--- src/rtl/rtc_ser_pkg.sv ---
package rtc_ser_pkg;
  localparam int unsigned BYTE_W = 8;
  typedef logic [BYTE_W-1:0] byte_t;

  localparam byte_t CODE_SEC    = 8'h20;
  localparam byte_t CODE_MIN    = 8'h21;
  localparam byte_t CODE_HOUR   = 8'h22;
  localparam byte_t CODE_MDAY   = 8'h24;
  localparam byte_t CODE_MON    = 8'h25;
  localparam byte_t CODE_YEAR   = 8'h26;
  localparam byte_t CODE_STAT   = 8'h30;
  localparam byte_t CODE_CTRL   = 8'h31;
  localparam byte_t CODE_STCLR  = 8'hB1;
  localparam byte_t STAT_CLRMSK = 8'h18;
  localparam int unsigned STAT_PWR_BIT  = 4;
  localparam int unsigned CLR_TRIG_BIT  = 2;

  function automatic logic is_write(input byte_t code);
    return code[BYTE_W-1];
  endfunction
endpackage

--- src/rtl/rtc_ser_shift.sv ---
module rtc_ser_shift
  import rtc_ser_pkg::*;
(
  input  logic  clk,
  input  logic  rst_n,
  input  logic  ce_n,
  input  logic  sclk,
  input  logic  din,
  output logic  dout,
  output byte_t rd_addr,
  input  byte_t rd_data,
  output logic  wr_en,
  output byte_t wr_code,
  output byte_t wr_data
);
  localparam int unsigned PH_W   = $clog2(2*BYTE_W) + 1;
  localparam logic [PH_W-1:0] PH_CMD_LAST = PH_W'(BYTE_W - 1);
  localparam logic [PH_W-1:0] PH_DATA0    = PH_W'(BYTE_W);
  localparam logic [PH_W-1:0] PH_LAST     = PH_W'(2*BYTE_W - 1);
  localparam logic [PH_W-1:0] PH_DONE     = PH_W'(2*BYTE_W);

  logic [PH_W-1:0] phase_q, phase_d;
  byte_t cmd_q, cmd_d, val_q, val_d, ret_q, ret_d;
  logic  sclk_q, dout_q, dout_d;
  logic  strobe, active;
  byte_t cmd_shift, val_shift;

  assign strobe    = sclk && !sclk_q && !ce_n;
  assign active    = strobe && (phase_q < PH_DONE);
  assign cmd_shift = {cmd_q[BYTE_W-2:0], din};
  assign val_shift = {val_q[BYTE_W-2:0], din};
  assign rd_addr   = cmd_shift;

  always_comb begin
    phase_d = phase_q;
    cmd_d   = cmd_q;
    val_d   = val_q;
    ret_d   = ret_q;
    dout_d  = dout_q;
    wr_en   = 1'b0;
    if (ce_n) begin
      phase_d = '0;
      dout_d  = 1'b0;
    end else if (active) begin
      phase_d = phase_q + 1'b1;
      if (phase_q < PH_DATA0) begin
        cmd_d = cmd_shift;
        if (phase_q == PH_CMD_LAST && !is_write(cmd_shift))
          ret_d = rd_data;
      end else if (is_write(cmd_q)) begin
        val_d = val_shift;
        wr_en = (phase_q == PH_LAST);
      end else begin
        dout_d = ret_q[~phase_q[2:0]];
      end
    end
  end

  assign wr_code = cmd_q;
  assign wr_data = val_shift;
  assign dout    = dout_q;

  always_ff @(posedge clk or negedge rst_n) begin
    if (!rst_n) begin
      phase_q <= '0;
      cmd_q   <= '0;
      val_q   <= '0;
      ret_q   <= '0;
      dout_q  <= 1'b0;
      sclk_q  <= 1'b0;
    end else begin
      phase_q <= phase_d;
      cmd_q   <= cmd_d;
      val_q   <= val_d;
      ret_q   <= ret_d;
      dout_q  <= dout_d;
      sclk_q  <= sclk;
    end
  end

  p_phase_bound_r10: assert property (@(posedge clk) disable iff (!rst_n)
    phase_q <= PH_DONE);
  p_ce_rewind_r10: assert property (@(posedge clk) disable iff (!rst_n)
    ce_n |=> (phase_q == '0 && !dout));
  p_phase_step_r2: assert property (@(posedge clk) disable iff (!rst_n)
    (strobe && phase_q < PH_DONE) |=> phase_q == $past(phase_q) + 1'b1);
  p_hold_no_strobe_r1: assert property (@(posedge clk) disable iff (!rst_n)
    (!ce_n && !strobe) |=> $stable(phase_q));
endmodule

--- src/rtl/rtc_ser_regs.sv ---
module rtc_ser_regs
  import rtc_ser_pkg::*;
#(
  parameter int unsigned RAM_WORDS  = 32,
  parameter byte_t       STAT_RESET = 8'h98,
  parameter byte_t       CTRL_VALUE = 8'h00
)(
  input  logic  clk,
  input  logic  rst_n,
  input  byte_t rd_addr,
  output byte_t rd_data,
  input  logic  wr_en,
  input  byte_t wr_code,
  input  byte_t wr_data,
  input  logic  pwr_fail,
  input  byte_t tm_sec,
  input  byte_t tm_min,
  input  byte_t tm_hour,
  input  byte_t tm_mday,
  input  byte_t tm_mon,
  input  byte_t tm_year,
  output logic  pwr_irq
);
  localparam int unsigned AW = $clog2(RAM_WORDS);

  byte_t ram_q [RAM_WORDS];
  byte_t stat_q, stat_d;
  logic  irq_q, irq_d, clr_hit, ram_wr_hit;
  byte_t time_sel;

  assign ram_wr_hit = wr_en && is_write(wr_code) && (wr_code[BYTE_W-2:AW] == '0);
  assign clr_hit    = wr_en && (wr_code == CODE_STCLR) && wr_data[CLR_TRIG_BIT];

  for (genvar i = 0; i < RAM_WORDS; i++) begin : g_ram
    always_ff @(posedge clk or negedge rst_n) begin
      if (!rst_n)
        ram_q[i] <= '0;
      else if (ram_wr_hit && wr_code[AW-1:0] == AW'(i))
        ram_q[i] <= wr_data;
    end
  end

  always_comb begin
    stat_d = stat_q;
    irq_d  = irq_q;
    if (clr_hit) begin
      stat_d = stat_q & ~STAT_CLRMSK;
      irq_d  = 1'b0;
    end
    if (pwr_fail) begin
      stat_d[STAT_PWR_BIT] = 1'b1;
      irq_d = 1'b1;
    end
  end

  always_ff @(posedge clk or negedge rst_n) begin
    if (!rst_n) begin
      stat_q <= STAT_RESET;
      irq_q  <= 1'b0;
    end else begin
      stat_q <= stat_d;
      irq_q  <= irq_d;
    end
  end

  always_comb begin
    case (rd_addr)
      CODE_SEC:  time_sel = tm_sec;
      CODE_MIN:  time_sel = tm_min;
      CODE_HOUR: time_sel = tm_hour;
      CODE_MDAY: time_sel = tm_mday;
      CODE_MON:  time_sel = tm_mon;
      CODE_YEAR: time_sel = tm_year;
      default:   time_sel = '0;
    endcase
  end

  always_comb begin
    if (rd_addr[BYTE_W-1:AW] == '0)
      rd_data = ram_q[rd_addr[AW-1:0]];
    else if (rd_addr[BYTE_W-1:4] == 4'h2)
      rd_data = time_sel;
    else if (rd_addr == CODE_STAT)
      rd_data = stat_q;
    else if (rd_addr == CODE_CTRL)
      rd_data = CTRL_VALUE;
    else
      rd_data = '0;
  end

  assign pwr_irq = irq_q;

  p_irq_set_r11: assert property (@(posedge clk) disable iff (!rst_n)
    pwr_fail |=> (pwr_irq && stat_q[STAT_PWR_BIT]));
  p_irq_hold_r11: assert property (@(posedge clk) disable iff (!rst_n)
    (pwr_irq && !clr_hit) |=> pwr_irq);
  p_irq_flag_r8: assert property (@(posedge clk) disable iff (!rst_n)
    pwr_irq |-> stat_q[STAT_PWR_BIT]);
  p_clear_r8: assert property (@(posedge clk) disable iff (!rst_n)
    (clr_hit && !pwr_fail) |=> (!pwr_irq && (stat_q & STAT_CLRMSK) == '0));
endmodule

--- src/rtl/rtc_ser_if.sv ---
module rtc_ser_if
  import rtc_ser_pkg::*;
#(
  parameter int unsigned RAM_WORDS  = 32,
  parameter logic [7:0]  STAT_RESET = 8'h98,
  parameter logic [7:0]  CTRL_VALUE = 8'h00
)(
  input  logic       clk,
  input  logic       rst_n,
  input  logic       ser_ce_n,
  input  logic       ser_clk,
  input  logic       ser_din,
  output logic       ser_dout,
  input  logic       pwr_fail,
  input  logic [7:0] tm_sec,
  input  logic [7:0] tm_min,
  input  logic [7:0] tm_hour,
  input  logic [7:0] tm_mday,
  input  logic [7:0] tm_mon,
  input  logic [7:0] tm_year,
  output logic       pwr_irq
);
  byte_t rd_addr, rd_data, wr_code, wr_data;
  logic  wr_en;

  rtc_ser_shift u_shift (
    .clk     (clk),
    .rst_n   (rst_n),
    .ce_n    (ser_ce_n),
    .sclk    (ser_clk),
    .din     (ser_din),
    .dout    (ser_dout),
    .rd_addr (rd_addr),
    .rd_data (rd_data),
    .wr_en   (wr_en),
    .wr_code (wr_code),
    .wr_data (wr_data)
  );

  rtc_ser_regs #(
    .RAM_WORDS  (RAM_WORDS),
    .STAT_RESET (STAT_RESET),
    .CTRL_VALUE (CTRL_VALUE)
  ) u_regs (
    .clk      (clk),
    .rst_n    (rst_n),
    .rd_addr  (rd_addr),
    .rd_data  (rd_data),
    .wr_en    (wr_en),
    .wr_code  (wr_code),
    .wr_data  (wr_data),
    .pwr_fail (pwr_fail),
    .tm_sec   (tm_sec),
    .tm_min   (tm_min),
    .tm_hour  (tm_hour),
    .tm_mday  (tm_mday),
    .tm_mon   (tm_mon),
    .tm_year  (tm_year),
    .pwr_irq  (pwr_irq)
  );
endmodule

--- config.mk ---
export PLATFORM = sky130hd
export DESIGN_NAME = rtc_ser_if
export DESIGN_NICKNAME = d
export VERILOG_FILES = /design/src/rtl/rtc_ser_pkg.sv /design/src/rtl/rtc_ser_shift.sv /design/src/rtl/rtc_ser_regs.sv /design/src/rtl/rtc_ser_if.sv
export SDC_FILE = /design/constraint.sdc
export NUM_CORES = 1
export LEC_CHECK = 0
export ABC_CLOCK_PERIOD_IN_PS = 3400
export CORE_MARGIN = 1.5
export CORE_UTILIZATION = 50
export DETAILED_ROUTE_END_ITERATION = 16
export PLACE_DENSITY = 0.76
export SETUP_SLACK_MARGIN = 0.2
export SLEW_MARGIN = 20
export SYNTH_ARGS = -nofsm -noshare
export SYNTH_HDL_FRONTEND = slang
export SYNTH_SLANG_ARGS = --single-unit
--- constraint.sdc ---
create_clock -name clk -period 3.4 [get_ports clk]
set_clock_uncertainty 0.2 [all_clocks]
set_input_delay 0.51 -clock clk [delete_from_list [all_inputs] [get_ports clk]]
set_output_delay 0.51 -clock clk [all_outputs]
set_load 0.1 [all_outputs]
==> results of run 1 <==
==> power by group through the flow <==
stage                     clock (mW)  sequential (mW)  combinational, mW
after floorplan                    0             3.57              0.771
after global placement             0             3.71               1.14
after detailed placement           0             3.71               1.15
after CTS                       3.27             3.65               1.15
after global routing            3.41             3.67               1.23
final                           3.21             3.66               1.15
==> stage by stage <==
| stage | worst slack [ps] | hold slack, ps | utilization [%] | cells | power (mW) |
|---|---|---|---|---|---|
| floorplan | 535.6 | 14.41 | - | 933 | 4.346 |
| global placement | -5.225 | 273.7 | 56.91 | 1343 | 4.846 |
| detailed placement | -34.54 | 281.2 | 56.91 | 1343 | 4.860 |
| CTS | 490.4 | 256.7 | 60.54 | 1399 | 8.075 |
| global route | 287.1 | 267.0 | 60.57 | 1399 | 8.315 |
| finish | 485.6 | 272.0 | 60.58 | 1400 | 8.021 |
==> area by class of cell <==
class / count / area (um^2) / area share, %
Clock buffer: 46 / 872.1 / 5.342
Multi-Input combinational cell: 575 / 6225 / 38.13
Timing Repair Buffer: 135 / 1439 / 8.814
Sequential cell: 289 / 7248 / 44.40
Clock inverter: 9 / 97.59 / 0.5978
Antenna cell: 1 / 2.502 / 0.01533
Inverter: 4 / 15.01 / 0.09197
Tap cell: 341 / 426.7 / 2.613
==> critical path, cell delays in order, from the launching register on <==
cell	delay [ps]
dfrtp_1	470
ha_1	220
and3_1	150
ha_1	170
inv_1	110
nor4_4	420
nand2_1	330
nor3_4	240
buf_12	150
mux2_2	330
==> layer usage <==
metal / vias to the layer above / wire length (um) / global-route usage [%]
li1: 3707 / - / -
met1: 4525 / 14350 / 33.39
met2: 253 / 15240 / 37.73
met3: 57 / 1776 / 3.414
met4: 0 / 736 / 6.405
met5: - / 0 / 0
==> state kept, by name, summed over array words and instances (netlist names) <==
register         cells
u_shift.sclk_q       1
u_regs.ram_q       256
u_shift.wr_code      8
u_shift.dout         1
u_shift.val_q        7
u_shift.phase_q      5
u_regs.stat_q        2
u_shift.ret_q        8
u_regs.pwr_irq       1
==> cells by family (layout without fill, tap and decap cells) <==
group,Yosys count,after routing,synth area share (%)
flip-flops,289,289,52.65
multiplexers,372,372,35.59
adder cells (fa/ha/maj),2,2,0.1821
AO/OA/AOI/OAI,71,71,3.816
AND/OR/NAND/NOR,128,128,5.591
XOR/XNOR,2,2,0.1275
buffers and inverters,69,194,2.040
other,0,1,0
==> layout by cell type, fill, tap and decap left out, drive strengths merged, types with 11 or more instances in the layout <==
| cell | netlist | final |
|---|---|---|
| mux2i | 25 | 25 |
| nand3 | 15 | 15 |
| buf | 25 | 83 |
| clkdlybuf4s50 | 0 | 51 |
| nor2 | 42 | 42 |
| nor2b | 17 | 17 |
| a21oi | 11 | 11 |
| clkbuf | 40 | 46 |
| dfrtp | 287 | 287 |
| mux2 | 282 | 282 |
| nand2 | 23 | 23 |
| mux4 | 65 | 65 |
==> repair_timing <==
action                                  CTS  global route
endpoints found under the setup margin    0             0
hold buffers                              1             0
hold endpoints to repair                 94             0
buffers inserted                          0             0
==> how the worst max path moves through the flow <==
stage               slack, ps          startpoint  cells past startpoint                 to
floorplan                 540             ser_din                      8   u_shift.ret_q[1]
global placement           -5            ser_ce_n                      7  u_regs.ram_q[236]
detailed placement        -30            ser_ce_n                      7  u_regs.ram_q[234]
CTS                       490  u_shift.phase_q[0]                      9  u_regs.ram_q[234]
global route              290  u_shift.phase_q[0]                      9  u_regs.ram_q[234]
finish                    490  u_shift.phase_q[0]                      9  u_regs.ram_q[234]
==> results_dict.tcl, run 1 <==
set metrics [dict create \
    synth_common_cells "dfrtp_1 (287), mux2_2 (282), mux4_2 (65), clkbuf_1 (40), mux2i_1 (25)" \
    grt_pass1_vias 8868 \
    numCtsBuffers 30 \
    dp_hpwl_mm 21.47 \
    yosys.area.top_type "dfrtp_1" \
    dieWidth_um 168.8 \
    p_leak_nw 7.554 \
    cts_tree "built" \
    antenna_found_initial 1 \
    worstMarginPinSlew_ps 847.1 \
    fin_crit_sh_pct 85.72 \
    vias_per_cell 6.101 \
    p_sw_share_pct 26.74 \
    grt_usage_pct 23.40 \
    vias 8542 \
    place_congestion 0.8909 \
    switchingPower_mw 2.145 \
    hold_path_end "u_shift.sclk_q" \
    worstSkewPairLatency_ps 540 \
    timing.rr.end "u_regs.ram_q[234]" \
    hold_class "in2reg" \
    syn_area_um2 13740 \
    start_util_pct 50.98 \
    status "finished, final reports clean" \
    die_h_um 168.8 \
    syn_inst 933 \
    core-area_um2 26950 \
    fillers 1980 \
    drtAntennaViolNets 0 \
    first_pass_iters 5 \
    critPathMaxFanout 8 \
    rsz0062_at_grt "false" \
    setup_viol 0 \
    gr-total-overflow 0 \
    maxSlewViolCount 0 \
    worstSetupStartpointType "flip-flop" \
    p_seq_share_pct 45.6 \
    fmax_mhz 343.1 \
    avgRoutedWirePerCell_um 22.93 \
    ios 56 \
    synth_nets 989 \
    synth_async_sr_flop_share_pct 100.0 \
    r2r-start "u_shift.phase_q[0]" \
    rrSetupSlack_ps 490 \
    endpoint_kind "flip-flop" \
    yosysSeqAreaShare_pct 52.65 \
    post-route-min-period_ps 2914 \
    grt_pass1_wl_mm 51.71 \
    hold_viol_final 0 \
    synth_cell_types 55 \
    grt_max_degree 104 \
    synth.most_common_cell "dfrtp_1" \
    drive_gt1_share_pct 49.05 \
    num_rows 60 \
    syn_area_per_cell_um2 14.73 \
    synthDominantCellAreaShare_pct 52.27 \
    clock_sinks 289 \
    max-slew-margin-rel_pct 43.52 \
    synth.area.top_cells "dfrtp_1 (52%), mux2_2 (23%), mux4_2 (11%), mux2i_1 (1.8%), clkbuf_1 (1.1%)" \
    syn_to_final_growth_pct 18.82 \
    cts_resized 0 \
    clkSlewWorstSetupHoldPaths_ps 60 \
    drv_cap 0 \
    io_buffer_count 55 \
    drt_iter0_drc 607 \
    clockBufferDepth 3 \
    pwr-share-comb_pct 14.4 \
    h-tree-depth 1 \
    max-vdd-ir-drop_v 0.0004335 \
    wirelength_mm 32.10 \
    cts.root.buffer_cell "clkbuf_16" \
    p_per_area_nw_per_um2 491.3 \
    p_int_mw 5.876 \
    worst-setup-path-type "reg2reg" \
    final_area_um2 16330 \
    min_from "ser_clk" \
    nNetsFinal 1091 \
    cp.arrival_ps 3140 \
    hold_depth 1 \
    yosysWarnings 0 \
    setup_tns_ps 0 \
    synth_edf_count 0 \
    synth_flop_cell "dfrtp_1" \
    die-area_um2 28480 \
    clkPwrFrac_pct 40.1 \
    post_dp_cell_area_um2 15340 \
    r2r_cells 9 \
    cp.required_ps 3620 \
    drc 0 \
    synth_seq_cells 289 \
]
Power figures use the tool's default switching activity.
==> inputs of run 2 (changes only) <==
ABC_CLOCK_PERIOD_IN_PS = unset   (was 3400)
CORE_UTILIZATION = 60   (was 50)
PLACE_DENSITY = 0.87   (was 0.76)
==> run 2 against run 1 <==
Clock power up 8.1%. Register-to-register slack worse by 20 ps. Clock-buffer cell count down 4. Critical endpoint is now u_regs.ram_q[168]. Largest cell class unchanged. Largest power group unchanged. Highest routed layer unchanged.
==> results_dict.tcl, run 2 (synthesized netlist as in run 1, its figures left out) <==
set metrics [dict create \
    status "finished, final reports clean" \
    maxSlewViolCount 0 \
    die_h_um 154.3 \
    worstSetupStartpointType "flip-flop" \
    num_rows 55 \
    syn_to_final_growth_pct 17.89 \
    grt_pass1_wl_mm 53.65 \
    antenna_found_initial 0 \
    vias 8764 \
    rsz0062_at_grt "false" \
    antenna_cells 0 \
    endpoint_kind "flip-flop" \
    grt_max_degree 97 \
    drive_gt1_share_pct 49.19 \
    final_cell_mix "mux2_2 (282), dfrtp_1 (281), mux4_2 (65)" \
    drc 0 \
    dieWidth_um 154.3 \
    ios 56 \
    fin_crit_sh_pct 86.34 \
    setup_tns_ps 0 \
    drt_iter0_drc 828 \
    fillers 1329 \
    hold_class "in2reg" \
    clock_sinks 289 \
    clkSlewWorstSetupHoldPaths_ps 70 \
    fin_ws_ps 464.5 \
    cp.required_ps 3620 \
    worstMarginPinSlew_ps 1154 \
    critPathMaxFanout 6 \
    dp_hpwl_mm 21.44 \
    drtAntennaViolNets 0 \
    cp.arrival_ps 3160 \
    grt_pass1_vias 9287 \
    dp_slack_ps -1.387 \
    first_pass_iters 10 \
    avgRoutedWirePerCell_um 25.22 \
    grt_usage_pct 29.18 \
    gr-total-overflow 0 \
    fmax_mhz 340.7 \
    dp.cells 1279 \
    p_leak_nw 7.543 \
    vias_per_cell 6.580 \
    wirelength_mm 33.60 \
    h-tree-depth 1 \
    setup_viol 0 \
    core-area_um2 22570 \
    regMostFlops "u_regs.ram_q" \
    numCtsBuffers 29 \
    p_per_area_nw_per_um2 509.2 \
    max-slew-margin-rel_pct 23.05 \
    worstSkewPairLatency_ps 540 \
    nNetsFinal 1082 \
    largest_register_ffs 256 \
    clockBufferDepth 3 \
    worst-setup-path-type "reg2reg" \
    start_util_pct 60.87 \
    io_buffer_count 55 \
    cts.root.buffer_cell "clkbuf_16" \
    place_congestion 0.8841 \
    max-vdd-ir-drop_v 0.0003050 \
    p_total_mw 8.248 \
    hold_viol_final 0 \
    die-area_um2 23820 \
    post-route-min-period_ps 2935 \
    cts_tree "built" \
    instances_no_fill 1332 \
    final_common_cell "mux2_2" \
    drv_cap 0 \
]
[run 2: layer usage]
| layer | part of all wire (%) | GRT usage (%) |
|---|---|---|
| met4 | 3.3 | 9.982 |
| met2 | 49 | 48.48 |
| met5 | 0 | 0 |
| met1 | 41 | 40.11 |
| met3 | 6.7 | 4.091 |
[run 2: final timing paths]
kind | startpoint | endpoint | slack, ps | cells after the start
worst max-delay path | u_shift.phase_q[0] | u_regs.ram_q[168] | 460 | 9
worst max register to register | u_shift.phase_q[0] | u_regs.ram_q[168] | 460 | 9
worst min-delay path | ser_clk | u_shift.sclk_q | 250 | 1
min in group asynchronous | rst_n | u_regs.ram_q[250] | 340 | 2
worst min register to register | u_regs.pwr_irq | u_regs.pwr_irq | 290 | 1
max in group asynchronous | rst_n | u_regs.ram_q[25] | 1650 | 3
[run 2: report_power, final]
part / internal (mW) / switching, mW / total [mW]
registers: 3.48 / 0.172 / 3.65
logic: 0.461 / 0.668 / 1.13
clock network: 2.15 / 1.31 / 3.47
total: 6.09 / 2.15 / 8.25
[run 2: area by class of cell]
type,instances,area (um^2),share of cell area [%]
flip-flops and latches,289,7244,44.72
multi-input cells,575,6225,38.43
repair buffers,127,1304,8.049
clock buffers,42,874.6,5.399
well taps,285,356.6,2.201
clock inverters,10,178.9,1.105
inverters,4,15.01,0.09269
[run 2: per-stage QoR]
stage / hold WS [ps] / utilization [%] / instance area (um^2)
after floorplan: 14.41 / - / 13740
after global placement: 260.1 / 67.03 / 15130
after detailed placement: 273.6 / 67.03 / 15130
after CTS: 235.6 / 71.74 / 16190
after global routing: 246.8 / 71.76 / 16200
final: 248.7 / 71.76 / 16200
[run 2: what timing repair did]
item,CTS,global route
hold buffers,1,0
hold endpoints to repair,87,0
gates resized for setup,0,0
buffers inserted,0,0
[run 2: critical path, cell delays in order, from the launching register on]
cell and delay [ps]:
dfrtp_1 470, ha_1 220, and3_1 150, ha_1 190
inv_1 110, nor4_4 420, nand2_1 300, nor2_2 220
buf_4 160, mux2_2 340
==> inputs of run 3 (changes only) <==
clock period = 3 ns   (was 3.4 ns; I/O delays follow)
==> run 3 against run 2 <==
Critical path depth grew 1. Register-to-register slack lost 180 ps. Final area rose by 0.88%. Non-clock buffer count grew 13. Routed wire length shrank 1.7%. Total power is 10% higher. Clock power grew 5%. Sequential share of layout area fell by 0.41 points. Worst hold slack better by 1.9 ps. Global-route usage down 0.061 points. Sequential cell count unchanged. Critical endpoint is now u_regs.ram_q[73]. Highest routed layer unchanged.
==> results_dict.tcl, run 3 (synthesized netlist as in run 1, its figures left out) <==
set metrics [dict create \
    worstMarginPinSlew_ps 670.0 \
    numCtsBuffers 29 \
    drt_iter0_drc 701 \
    drc 0 \
    start_util_pct 60.87 \
    maxSlewViolCount 0 \
    clock_sinks 289 \
    io_buffer_count 55 \
    post-route-min-period_ps 2716 \
    h-tree-depth 1 \
    worstSkewPairLatency_ps 560 \
    final_common_cell "dfrtp_1" \
    hold_class "in2reg" \
    endpoint_kind "flip-flop" \
    final_util_pct 72.39 \
    max-slew-margin-rel_pct 54.18 \
    syn_to_final_growth_pct 18.93 \
    avgRoutedWirePerCell_um 24.55 \
    critPathMaxFanout 5 \
    status "finished, final reports clean" \
    antenna_cells 0 \
    num_rows 55 \
    p_sw_share_pct 27.07 \
    max-vdd-ir-drop_v 0.0003932 \
    cp.arrival_ps 2960 \
    die-area_um2 23820 \
    p_seq_share_pct 44.9 \
    cp.required_ps 3240 \
    clkPwrFrac_pct 40.1 \
    core-area_um2 22570 \
    multi_input_area_um2 6264 \
    dieWidth_um 154.3 \
    grt_usage_pct 29.12 \
    antenna_found_initial 0 \
    dp.cells 1292 \
    drive_gt1_share_pct 49.91 \
    clkSlewWorstSetupHoldPaths_ps 60 \
    die_h_um 154.3 \
    cts_tree "built" \
    p_total_mw 9.079 \
    clockBufferDepth 3 \
    setup_tns_ps 0 \
    worst-setup-path-type "reg2reg" \
    fin_crit_sh_pct 90.52 \
    pwr-share-comb_pct 15.1 \
    drv_cap 0 \
    wirelength_mm 33.02 \
    fillers 1264 \
    hold_ws_ps 250.6 \
    rsz0062_at_grt "false" \
    fmax_mhz 368.2 \
    place_congestion 0.8971 \
    seq_area_um2 7242 \
    switchingPower_mw 2.458 \
    grt_max_degree 73 \
    dp_hpwl_mm 21.18 \
    fin_ws_ps 284.4 \
    cts.root.buffer_cell "clkbuf_16" \
    first_pass_iters 5 \
    grt_pass1_wl_mm 53.53 \
    post_dp_cell_area_um2 15330 \
    setup_viol 0 \
    drtAntennaViolNets 0 \
    hold_viol_final 0 \
    p_int_mw 6.622 \
    vias 8638 \
    p_leak_nw 7.596 \
    ios 56 \
    regMostFlops "u_regs.ram_q" \
    final_area_um2 16340 \
    grt_pass1_vias 9482 \
    p_per_area_nw_per_um2 555.6 \
    worstSetupStartpointType "flip-flop" \
    largest_register_ffs 256 \
    final_cell_mix "dfrtp_1 (283), mux2_2 (282), mux4_2 (65)" \
    instances_no_fill 1345 \
    gr-total-overflow 0 \
    nNetsFinal 1095 \
    dp_slack_ps -300.8 \
    vias_per_cell 6.422 \
]
[run 3: cell types whose count changed in the layout (fill, tap and decap cells not counted), moves of 2 or more]
cell       previous run  this run
dfrtp_1             281       283
dfrtp_2               5         3
nand2_2               0         3
buf_12               17        25
nor2_4                1         4
bufinv_16             5         3
buf_4                57        61
clkinv_4              0         2
nor2_2               23        20
clkbuf_1              3         5
clkbuf_8             10         4
clkinv_2              4         7
nand2_1              23        20
[run 3: final timing paths]
kind / start / slack [ps] / endpoint / cells after the start
max in group asynchronous: rst_n / 1520 / u_regs.ram_q[48] / 3
worst max-delay path: u_shift.phase_q[1] / 280 / u_regs.ram_q[73] / 10
worst min-delay path: ser_clk / 250 / u_shift.sclk_q / 1
worst max register to register: u_shift.phase_q[1] / 280 / u_regs.ram_q[73] / 10
worst min register to register: u_regs.stat_q[3] / 300 / u_regs.stat_q[3] / 1
min in group asynchronous: rst_n / 290 / u_regs.ram_q[255] / 2
[run 3: power groups by stage]
stage / logic, mW / registers [mW] / clock network (mW)
floorplan: 0.875 / 4.05 / 0
global placement: 1.31 / 4.13 / 0
global route: 1.45 / 4.08 / 3.84
CTS: 1.34 / 4.07 / 3.69
finish: 1.37 / 4.07 / 3.64
detailed placement: 1.32 / 4.14 / 0
[run 3: layout make-up]
type,instances,area share (%)
clock buffer,38,4.893
clock inverter,14,0.9724
inverter,4,0.09188
multi-input combinational,575,38.33
sequential,289,44.32
tap,285,2.182
timing repair buffer,140,9.211
[run 3: critical path: stages, from the launching register on]
cell,delay [ps]
dfrtp_2,420
ha_2,220
and3_1,150
ha_1,180
inv_1,110
nor4_4,240
buf_4,190
nand2_1,160
nor2_2,210
buf_4,170
mux2_2,350
[run 3: per-layer routing]
metal  up-vias  share of wire (%)  GRT usage, %
met3        89                7.2         6.388
li1       3725                  -             -
met5         -                  0             0
met4         0                4.0         12.45
met1      4502                 41         38.45
met2       322                 48         47.15
[run 3: repair_timing]
action,4_1_cts,5_1_grt
endpoints found under the hold margin,59,0
setup buffers,0,0
cloned,0,0
setup endpoints to repair,85,181
hold buffers,1,0
pin swaps,1,2
gates resized for setup,1,11
